[src/rtl/ipi_dest_match.sv]
module ipi_dest_match #(
  parameter int WORD_W = 32,
  parameter int ID_W = 8,
  parameter logic [7:0] RESET_ID = 8'h03
) (
  input  logic              clk,
  input  logic              rst_n,
  input  logic              wr_en,
  input  logic [1:0]        wr_sel,
  input  logic [WORD_W-1:0] wr_data,
  input  logic [WORD_W-1:0] cmd_lo,
  input  logic [WORD_W-1:0] cmd_hi,
  input  logic              src_is_self,
  output logic [WORD_W-1:0] id_q,
  output logic [WORD_W-1:0] ldr_q,
  output logic [WORD_W-1:0] fmt_q,
  output logic              accept,
  output logic              fmt_err
);
  localparam int ID_LSB = WORD_W - ID_W;
  localparam int HALF   = ID_W / 2;
  localparam int TAG_W  = 4;
  localparam int SH_LSB = 18;
  localparam int DM_BIT = 11;
  localparam logic [TAG_W-1:0] TAG_FLAT = '1;
  localparam logic [TAG_W-1:0] TAG_CLUS = '0;

  always_ff @(posedge clk or negedge rst_n) begin
    if (!rst_n) begin
      id_q  <= {RESET_ID[ID_W-1:0], {ID_LSB{1'b0}}};
      ldr_q <= '0;
      fmt_q <= '1;
    end else if (wr_en) begin
      case (wr_sel)
        2'd0: id_q  <= wr_data;
        2'd1: ldr_q <= {wr_data[WORD_W-1 -: ID_W], {ID_LSB{1'b0}}};
        2'd2: fmt_q <= {wr_data[WORD_W-1 -: TAG_W], {(WORD_W-TAG_W){1'b1}}};
        default: ;
      endcase
    end
  end

  logic [1:0]      shand;
  logic            dmode;
  logic [ID_W-1:0] dest, my_id, my_log;
  logic [TAG_W-1:0] tag;
  logic is_flat, is_clus, phys_hit, flat_hit, clus_hit, log_hit;

  assign shand  = cmd_lo[SH_LSB +: 2];
  assign dmode  = cmd_lo[DM_BIT];
  assign dest   = cmd_hi[WORD_W-1 -: ID_W];
  assign my_id  = id_q[WORD_W-1 -: ID_W];
  assign my_log = ldr_q[WORD_W-1 -: ID_W];
  assign tag    = fmt_q[WORD_W-1 -: TAG_W];

  assign is_flat  = (tag == TAG_FLAT);
  assign is_clus  = (tag == TAG_CLUS);
  assign phys_hit = (dest == {ID_W{1'b1}}) || (dest == my_id);
  assign flat_hit = |(my_log & dest);
  assign clus_hit = (my_log[ID_W-1 -: HALF] == dest[ID_W-1 -: HALF]) &&
                    (|(my_log[HALF-1:0] & dest[HALF-1:0]));
  assign log_hit  = is_flat ? flat_hit : (is_clus ? clus_hit : 1'b0);

  always_comb begin
    case (shand)
      2'd0:    accept = dmode ? log_hit : phys_hit;
      2'd1:    accept = src_is_self;
      2'd2:    accept = 1'b1;
      default: accept = !src_is_self;
    endcase
  end

  assign fmt_err = (shand == 2'd0) && dmode && !is_flat && !is_clus;

  logic unused_bits;
  assign unused_bits = ^{cmd_lo[WORD_W-1:SH_LSB+2], cmd_lo[SH_LSB-1:DM_BIT+1],
                         cmd_lo[DM_BIT-1:0], cmd_hi[ID_LSB-1:0], id_q[ID_LSB-1:0],
                         ldr_q[ID_LSB-1:0], fmt_q[WORD_W-TAG_W-1:0]};

  assert_fmt_mask_R2: assert property (@(posedge clk) disable iff (!rst_n)
    (wr_en && wr_sel == 2'd2) |=>
      (fmt_q == {$past(wr_data[WORD_W-1 -: TAG_W]), {(WORD_W-TAG_W){1'b1}}}));
  assert_bcast_R4: assert property (@(posedge clk) disable iff (!rst_n)
    (shand == 2'd0 && !dmode && dest == {ID_W{1'b1}}) |-> accept);
  assert_err_blocks_R7: assert property (@(posedge clk) disable iff (!rst_n)
    fmt_err |-> !accept);
  assert_self_R8: assert property (@(posedge clk) disable iff (!rst_n)
    (shand == 2'd1) |-> (accept == src_is_self));
  assert_all_R9: assert property (@(posedge clk) disable iff (!rst_n)
    (shand == 2'd2) |-> accept);
  assert_excl_R10: assert property (@(posedge clk) disable iff (!rst_n)
    (shand == 2'd3) |-> (accept == !src_is_self));
  assert_noreg_R12: assert property (@(posedge clk) disable iff (!rst_n)
    (wr_en && wr_sel == 2'd3) |=> ($stable(id_q) && $stable(ldr_q) && $stable(fmt_q)));
endmodule

[config.mk]
export PLATFORM = sky130hd
export DESIGN_NAME = ipi_dest_match
export DESIGN_NICKNAME = d
export VERILOG_FILES = /design/src/rtl/ipi_dest_match.sv
export SDC_FILE = /design/constraint.sdc
export NUM_CORES = 1
export LEC_CHECK = 0
export BUFFER_PORTS_ARGS = -buffer_cell sky130_fd_sc_hd__buf_2
export CORE_MARGIN = 5
export CORE_UTILIZATION = 40
export DETAILED_ROUTE_END_ITERATION = 10
export GPL_TIMING_DRIVEN = 1
export PLACE_DENSITY = 0.93
export SLEW_MARGIN = 0
export SYNTH_ARGS = -nofsm -noshare
export SYNTH_HDL_FRONTEND = slang
export SYNTH_SLANG_ARGS = --single-unit
[constraint.sdc]
create_clock -name clk -period 2.6 [get_ports clk]
set_clock_uncertainty 0.05 [all_clocks]
set_input_delay 0.39 -clock clk [delete_from_list [all_inputs] [get_ports clk]]
set_output_delay 0.39 -clock clk [all_outputs]
set_load 0.01 [all_outputs]
==> impl_metrics.json, run 1 <==
{
  "run_status": "completed",
  "wl_met1_um": 2029,
  "comb_power_share_pct": 27.6,
  "io_pins": 200,
  "h-tree-depth": 2,
  "grt_overflow_total": 0,
  "cts_buffers": 5,
  "setup_viol": 0,
  "drtIter0Drc": 56,
  "finalCritPeriodShare_pct": 90.36,
  "p_leak_uw": 0.001399,
  "place_ws_ns": 0.3607,
  "synth_edf_count": 0,
  "hold_viol": 0,
  "total_power_uw": 1870,
  "p_sw_uw": 581.1,
  "synth_area_leaders": "dfrtp_1 41%, mux2_2 21%, buf_4 18%",
  "wl_met3_um": 731,
  "layout_setup_ws_ns": 0.2506,
  "nNetsFinal": 386,
  "synthCells": 182,
  "drv_slew": 0,
  "fill_cells": 525,
  "dr.pass1.iters": 4,
  "crit_slowest_cell": "dfrtp_1",
  "cts_tree": "done",
  "antenna_found_initial": 0,
  "grt_max_degree": 45,
  "p_int_uw": 1289,
  "end_kind": "output port",
  "p_per_area_nw_per_um2": 675.4,
  "worstPathArrival_ns": 1.91,
  "netlist_top_cells_count": "55 x buf_4, 44 x mux2_2, 38 x dfrtp_1, 8 x xor2_1, 6 x dfstp_2",
  "critPathMaxStageDelay_ns": 0.41,
  "die_h_um": 85.95,
  "die_x_um": 85.95,
  "port_buffers": 94,
  "holdBufCountCts": 0,
  "rows": 27,
  "dp_hpwl_um": 4438,
  "sw_frac_of_total_pct": 31.08,
  "maxCapViolCount": 0,
  "synthArstFlopShare_pct": 100.0,
  "min_path_type": "input port to asynchronous set/reset pin",
  "clk_latency_ns": 0.28,
  "gp_congestion": 0.7411,
  "totalWireLength_um": 5414,
  "synth_area_um2": 2307,
  "postRouteAntennaNets": 0,
  "antennaDiodeCount": 0,
  "synth_top_cell_area_share_pct": 41.21,
  "pwr-share-clk_pct": 23.4,
  "via_per_inst": 4.476,
  "die_area_um2": 7387,
  "path_cells": "ha_1 > nor4_1 > a21oi_1 > a2111oi_4 > buf_2",
  "syn_avg_cell_area_um2": 12.68,
  "pwr-share-seq_pct": 49.0,
  "synth_area_leader_cell": "dfrtp_1",
  "crit_fanout": 3,
  "critPathLaunchType": "flop",
  "path_clk_slew_ns": 0.08,
  "drc_errors": 0,
  "grt_use_total_pct": 14.43,
  "fin_setup_tns_ns": 0,
  "clock.fmax_mhz": 425.6,
  "timing.slew.headroom_pct": 34.40,
  "route.vias.total": 1580,
  "period_needed_ns": 2.349,
  "drt-wirelength-per-cell_um": 15.34,
  "root_buffer": "clkbuf_8",
  "tightest_slew_ns": 0.9841,
  "required_ns": 2.16,
  "rsz0062_at_grt": "false",
  "ir_worst_vdd_v": 0.0004354,
  "synth_seq_cells": 44,
  "cts_buffer_depth": 2,
  "grt_pass1_vias": 1689,
  "drive_above_1_share_pct": 55.52,
  "yosysSeqAreaShare_pct": 48.05,
  "top_layer_used": "met4",
  "synth_flop_cell": "dfrtp_1",
  "start_util_pct": 41.64,
  "synth.distinct_cells": 19,
  "grt_pass1_wl_um": 8355,
  "clock-sinks": 44,
  "synth.most_common_cell": "buf_4",
  "syn_to_final_growth_pct": 20.01,
  "ys_warn_count": 0,
  "core_area_um2": 5540,
  "path_class": "flop to output port",
  "routed-wl-met2_um": 2598
}
==> layout by cell type (no fill, tap or decap) <==
cell       instances
a22oi_1            2
nor3_1             1
buf_4              2
a2111oi_4          1
nand4_1            4
dfrtp_1           38
buf_2             94
mux2_2            44
xnor2_1            1
dfstp_2            6
conb_1            52
clkinv_2           2
a21oi_1            2
clkbuf_8           6
nor3b_4            1
ha_1               4
nand3_1            1
nand3b_1           2
xor2_1             8
nor4_1             5
o21ai_0            1
nor2_1             4
==> worst paths after layout <==
check,from,endpoint,slack (ns),depth (start not counted)
max,ldr_q[29],accept,0.25,5
min,rst_n,id_q[10],0.21,1
max reg2reg,ldr_q[30],ldr_q[30],1.75,1
min reg2reg,id_q[14],id_q[14],0.46,1
max in group asynchronous,rst_n,id_q[19],1.68,1
min in group clk,wr_data[12],id_q[12],0.28,2
==> cells by family (layout without fill, tap and decap cells) <==
family	count (synthesis)	in the layout	share of synthesized area, %
buffers and inverters	55	104	17.90
muxes	44	44	21.48
DFF	44	44	48.05
and+or+nand+nor	18	18	4.717
xor gates and xnor gates	9	9	3.417
AOI/OAI and AO/OA	6	6	1.952
adders and majority gates	4	4	2.169
other	2	52	0.3255
==> repair_timing <==
| action | in CTS | in global routing |
|---|---|---|
| gates resized for setup | 0 | 1 |
| endpoints found under the setup margin | 0 | 1 |
| buffers inserted | 0 | 0 |
==> registers in the layout, indices dropped and copies added (netlist names) <==
name,count
fmt_q,4
id_q,32
ldr_q,8
==> power by group through the flow <==
stage          logic (uW)  registers, uW  clock network [uW]
2_1_floorplan         270            983                   0
3_3_place_gp          506            920                   0
3_5_place_dp          521            930                   0
4_1_cts               522            920                 455
5_1_grt               567            938                 491
6_report              515            917                 438
==> worst max-delay path: cells and delay by family (launching register included) <==
kind | cells | cell delay (ns)
adder cells (fa/ha/maj) | 1 | 0.29
AND/OR/NAND/NOR | 1 | 0.31
buffers and inverters | 1 | 0.19
AO/OA/AOI/OAI | 2 | 0.42
flip-flops | 1 | 0.41
==> stage by stage <==
step / hold WS, ns / cell area, um^2 / instances / utilization (%)
2_1_floorplan: 0.04441 / 2495 / 232 / -
3_3_place_gp: 0.4349 / 2664 / 345 / 48.08
3_5_place_dp: 0.4415 / 2664 / 345 / 48.08
4_1_cts: 0.2431 / 2756 / 353 / 49.75
5_1_grt: 0.2566 / 2769 / 353 / 49.98
6_report: 0.2057 / 2769 / 353 / 49.98
==> layout make-up <==
class,instances,area (um^2),area share [%]
Sequential cell,44,1109,40.04
Clock buffer,6,82.58,2.982
Tap cell,72,90.09,3.253
Multi-Input combinational cell,133,992.2,35.83
Clock inverter,2,10.01,0.3615
Timing Repair Buffer,96,485.5,17.53
==> per-layer routing <==
metal | up-vias | track usage, %
met1 | 748 | 16.30
met3 | 6 | 6.244
met4 | 0 | 4.317
li1 | 720 | -
met2 | 106 | 24.60
met5 | - | 0
No activity file was read; power rests on OpenSTA's default activity.
==> inputs of run 2 (changes only) <==
--- a/config.mk
+++ b/config.mk
@@ -10,6 +10,7 @@
 export CORE_UTILIZATION = 40
 export DETAILED_ROUTE_END_ITERATION = 10
 export GPL_TIMING_DRIVEN = 1
+export MAX_ROUTING_LAYER = met4
 export PLACE_DENSITY = 0.93
 export SLEW_MARGIN = 0
 export SYNTH_ARGS = -nofsm -noshare
==> run 2 against run 1 <==
Effect of this change:
- register-to-register slack hardly changed
- final cell count is the same
- clock power hardly changed
- worst hold slack lost 0.0025 ns
- count of clock-buffer cells in the layout stayed put
- via count unchanged
- highest routed layer unchanged
==> impl_metrics.json, run 2 (synthesized netlist as in run 1, its figures left out) <==
{
  "root_buffer": "clkbuf_8",
  "maxCapViolCount": 0,
  "io_pins": 200,
  "clock.fmax_mhz": 426.7,
  "antenna_found_initial": 0,
  "fill_cells": 525,
  "postRouteAntennaNets": 0,
  "required_ns": 2.16,
  "tightest_slew_ns": 0.9754,
  "period_needed_ns": 2.344,
  "p_per_area_nw_per_um2": 675.6,
  "crit_slowest_cell": "dfrtp_1",
  "antennaDiodeCount": 0,
  "dp_hpwl_um": 4438,
  "grt_pass1_wl_um": 8321,
  "hold_viol": 0,
  "setup_viol": 0,
  "worstPathArrival_ns": 1.90,
  "syn_to_final_growth_pct": 20.01,
  "dp.cells": 345,
  "drt-wirelength-per-cell_um": 15.32,
  "dr.pass1.iters": 4,
  "largest_reg_flops": 32,
  "grt_max_degree": 45,
  "die_x_um": 85.95,
  "seq_area_um2": 1109,
  "run_status": "completed",
  "route.vias.total": 1580,
  "top_register": "id_q",
  "post_layout_nonfiller_instances": 353,
  "start_util_pct": 41.64,
  "p_leak_uw": 0.001399,
  "totalWireLength_um": 5409,
  "cts_tree": "done",
  "path_cells": "ha_1 > nor4_1 > a21oi_1 > a2111oi_4 > buf_2",
  "reg_top3": "id_q (32), ldr_q (8), fmt_q (4)",
  "path_clk_slew_ns": 0.08,
  "mostFrequentLayoutCells": "94 x buf_2, 52 x conb_1, 44 x mux2_2, 38 x dfrtp_1, 8 x xor2_1",
  "core_area_um2": 5540,
  "critPathLaunchType": "flop",
  "drc_errors": 0,
  "met1_usage_pct": 17.50,
  "drive_above_1_share_pct": 55.52,
  "cts_buffer_depth": 2,
  "timing.slew.headroom_pct": 34.98,
  "port_buffers": 94,
  "die_h_um": 85.95,
  "critPathMaxStageDelay_ns": 0.41,
  "gp_congestion": 0.7504,
  "layout_setup_ws_ns": 0.2562,
  "nNetsFinal": 386,
  "finalCritPeriodShare_pct": 90.15,
  "rsz0062_at_grt": "false",
  "cts_buffers": 5,
  "min_path_type": "input port to asynchronous set/reset pin",
  "use_met2_pct": 24.81,
  "clk_latency_ns": 0.28,
  "grt_use_total_pct": 14.84,
  "place_ws_ns": 0.3607,
  "ir_worst_vdd_v": 0.0004363,
  "grt.busiest_layer": "met2",
  "drv_slew": 0,
  "drtIter0Drc": 55,
  "final_common_cell": "buf_2",
  "die_area_um2": 7387,
  "h-tree-depth": 2,
  "grt_pass1_vias": 1703,
  "fin_setup_tns_ns": 0,
  "grt_overflow_total": 0,
  "via_per_inst": 4.476,
  "crit_fanout": 3,
  "end_kind": "output port",
  "clock-sinks": 44,
  "multi_input_area_um2": 992.2,
  "rows": 27,
  "path_class": "flop to output port",
  "met3_usage_pct": 3.939
}
## run 2: final cells by class
class | instances | area share, %
clock inverters | 2 | 0.3615
repair buffers | 96 | 17.53
flip-flops and latches | 44 | 40.04
clock buffers | 6 | 2.982
well taps | 72 | 3.253
multi-input cells | 133 | 35.83
## run 2: worst max-delay path: cells and delay by family, from the launching register on
| kind | cells | cell delay [ns] |
|---|---|---|
| adder cells (fa/ha/maj) | 1 | 0.28 |
| AO/OA/AOI/OAI | 2 | 0.42 |
| AND/OR/NAND/NOR | 1 | 0.31 |
| flip-flops | 1 | 0.41 |
| buffers and inverters | 1 | 0.19 |
## run 2: per-layer routing
layer	part of all wire [%]	wire, um
met1	39	2126
met2	48	2616
met3	11	612
met4	1.0	54
met5	0	0
## run 2: timing repair
item,4_1_cts,5_1_grt
hold buffers,0,0
endpoints found under the setup margin,0,1
gates resized for setup,0,1
setup buffers,0,0
## run 2: report_power, final
group | switching (uW) | internal [uW] | leakage [uW]
clock | 226 | 212 | 0.0000510
combinational | 267 | 249 | 0.000836
sequential | 88.7 | 828 | 0.000513
total | 582 | 1290 | 0.00140
## run 2: path summary, 6_finish.rpt
| kind | startpoint | end | slack (ns) | cells past startpoint |
|---|---|---|---|---|
| max | ldr_q[29] | accept | 0.26 | 5 |
| min | rst_n | id_q[10] | 0.20 | 1 |
| max reg2reg | id_q[28] | id_q[28] | 1.75 | 1 |
| min reg2reg | id_q[21] | id_q[21] | 0.46 | 1 |
| max in group asynchronous | rst_n | id_q[19] | 1.69 | 1 |
| min in group clk | wr_data[12] | id_q[12] | 0.28 | 2 |
## run 2: per-stage QoR
| stage | instance area [um^2] | total power, uW | hold WS [ns] | util [%] |
|---|---|---|---|---|
| after floorplan | 2495 | 1252 | 0.04441 | - |
| after global placement | 2664 | 1426 | 0.4349 | 48.08 |
| after detailed placement | 2664 | 1452 | 0.4415 | 48.08 |
| after CTS | 2756 | 1897 | 0.2431 | 49.75 |
| after global routing | 2769 | 1993 | 0.2567 | 49.98 |
| final | 2769 | 1871 | 0.2032 | 49.98 |
==> inputs of run 3 (changes only) <==
--- a/config.mk
+++ b/config.mk
@@ -6,12 +6,11 @@
 export NUM_CORES = 1
 export LEC_CHECK = 0
 export BUFFER_PORTS_ARGS = -buffer_cell sky130_fd_sc_hd__buf_2
-export CORE_MARGIN = 5
-export CORE_UTILIZATION = 40
+export CORE_UTILIZATION = 41
 export DETAILED_ROUTE_END_ITERATION = 10
 export GPL_TIMING_DRIVEN = 1
 export MAX_ROUTING_LAYER = met4
-export PLACE_DENSITY = 0.93
+export PLACE_DENSITY = 0.95
 export SLEW_MARGIN = 0
 export SYNTH_ARGS = -nofsm -noshare
 export SYNTH_HDL_FRONTEND = slang
==> run 3 against run 2 <==
Effect of this change:
- core utilization rose by 2.9 points
- flip-flop and latch count unchanged
- final cell count shrank 0.57%
- register-to-register slack is essentially flat
- maximum frequency increased by 3.9%
- via count is 0.19% higher
- cell area grew 0.68%
- die area shrank 20%
- largest power group unchanged
==> impl_metrics.json, run 3 (synthesized netlist as in run 1, its figures left out) <==
{
  "grt_overflow_total": 0,
  "p_sw_uw": 566.0,
  "clk_latency_ns": 0.29,
  "port_buffers": 94,
  "setup_viol": 0,
  "worstPathArrival_ns": 1.82,
  "mostFrequentLayoutCells": "94 x buf_2, 52 x conb_1, 44 x mux2_2, 38 x dfrtp_1, 8 x xor2_1",
  "clock.fmax_mhz": 443.4,
  "root_buffer": "clkbuf_8",
  "p_leak_uw": 0.001411,
  "holdBufCountCts": 0,
  "crit_fanout": 3,
  "post_layout_nonfiller_instances": 351,
  "fin_area_um2": 2788,
  "cts_resized": 0,
  "pwr-share-clk_pct": 28.1,
  "hold_viol": 0,
  "met1_usage_pct": 19.95,
  "dp.cells": 343,
  "min_path_type": "input port to asynchronous set/reset pin",
  "sw_frac_of_total_pct": 28.59,
  "postRouteAntennaNets": 0,
  "finalCritPeriodShare_pct": 86.75,
  "via_per_inst": 4.510,
  "nNetsFinal": 386,
  "grt_use_total_pct": 16.87,
  "ir_worst_vdd_v": 0.0005364,
  "antenna_found_initial": 0,
  "comb_power_share_pct": 25.5,
  "fill_cells": 465,
  "top_register": "id_q",
  "io_pins": 200,
  "startpoint": "ldr_q[29]",
  "pwr-share-seq_pct": 46.4,
  "cts_buffer_depth": 2,
  "critPathLaunchType": "flop",
  "route.vias.total": 1583,
  "period_needed_ns": 2.256,
  "drtIter0Drc": 51,
  "met3_usage_pct": 3.690,
  "dp_hpwl_um": 3782,
  "timing.slew.headroom_pct": 35.29,
  "required_ns": 2.16,
  "grt_pass1_vias": 1600,
  "use_met2_pct": 28.39,
  "die_h_um": 77.02,
  "p_per_area_nw_per_um2": 710.2,
  "fin_setup_tns_ns": 0,
  "die_area_um2": 5931,
  "clock-sinks": 44,
  "antennaDiodeCount": 0,
  "rsz0062_at_grt": "false",
  "maxCapViolCount": 0,
  "post_cts_buffers": 0,
  "tightest_slew_ns": 0.9707,
  "path_class": "flop to output port",
  "drive_above_1_share_pct": 55.52,
  "die_x_um": 77.02,
  "totalWireLength_um": 4757,
  "start_util_pct": 43.78,
  "syn_to_final_growth_pct": 20.82,
  "drv_slew": 0,
  "cts_buffers": 5,
  "run_status": "completed",
  "rows": 26,
  "final_util_pct": 52.90,
  "gp_congestion": 0.7848,
  "cts_tree": "done",
  "dr.pass1.iters": 2,
  "reg_top3": "id_q (32), ldr_q (8), fmt_q (4)",
  "p_int_uw": 1414,
  "end_kind": "output port",
  "core_area_um2": 5270,
  "final_common_cell": "buf_2",
  "largest_reg_flops": 32,
  "reg2reg_from": "id_q[30]",
  "place_area_um2": 2661,
  "drt-wirelength-per-cell_um": 13.55,
  "grt_max_degree": 45,
  "grt_pass1_wl_um": 7479,
  "drc_errors": 0,
  "h-tree-depth": 2,
  "grt.busiest_layer": "met2",
  "path_clk_slew_ns": 0.08
}
-- run 3: power groups by stage --
stage,clock (uW),sequential (uW),combinational [uW]
floorplan,0,983,270
global placement,0,922,497
detailed placement,0,931,510
CTS,574,920,511
global route,593,939,548
finish,557,918,504
-- run 3: layout make-up --
type	instances	area, um^2	share of cell area (%)
repair buffers	96	485.5	17.41
flip-flops and latches	44	1109	39.77
well taps	70	87.58	3.142
clock inverters	1	30.03	1.077
clock buffers	7	96.34	3.456
multi-input cells	133	979.7	35.14
-- run 3: per-layer routing --
metal,up-vias,routed length (um)
met5,-,0
met4,0,74
met3,7,391
met2,106,2376
met1,747,1914
li1,723,-
-- run 3: metrics by stage --
| step | power (uW) | worst slack, ns | hold WS [ns] |
|---|---|---|---|
| after floorplan | 1252 | 0.7553 | 0.04441 |
| after global placement | 1419 | 0.4957 | 0.4345 |
| after detailed placement | 1441 | 0.5169 | 0.4413 |
| after CTS | 2005 | 0.3150 | 0.2267 |
| after global routing | 2080 | 0.2021 | 0.2702 |
| final | 1980 | 0.3445 | 0.2030 |
-- run 3: path summary, 6_finish.rpt --
kind / to / slack [ns] / cells after the start
setup / recovery: accept / 0.34 / 5
hold / removal: id_q[3] / 0.20 / 1
setup reg to reg: id_q[30] / 1.75 / 1
hold reg to reg: id_q[19] / 0.46 / 1
max in group asynchronous: ldr_q[25] / 1.69 / 1
min in group clk: id_q[19] / 0.27 / 2
-- run 3: worst max-delay path, stage by stage, from the launching register on --
cell	delay [ns]
dfrtp_1	0.41
ha_1	0.28
nor4_1	0.28
a21oi_1	0.14
a2111oi_2	0.23
buf_2	0.20
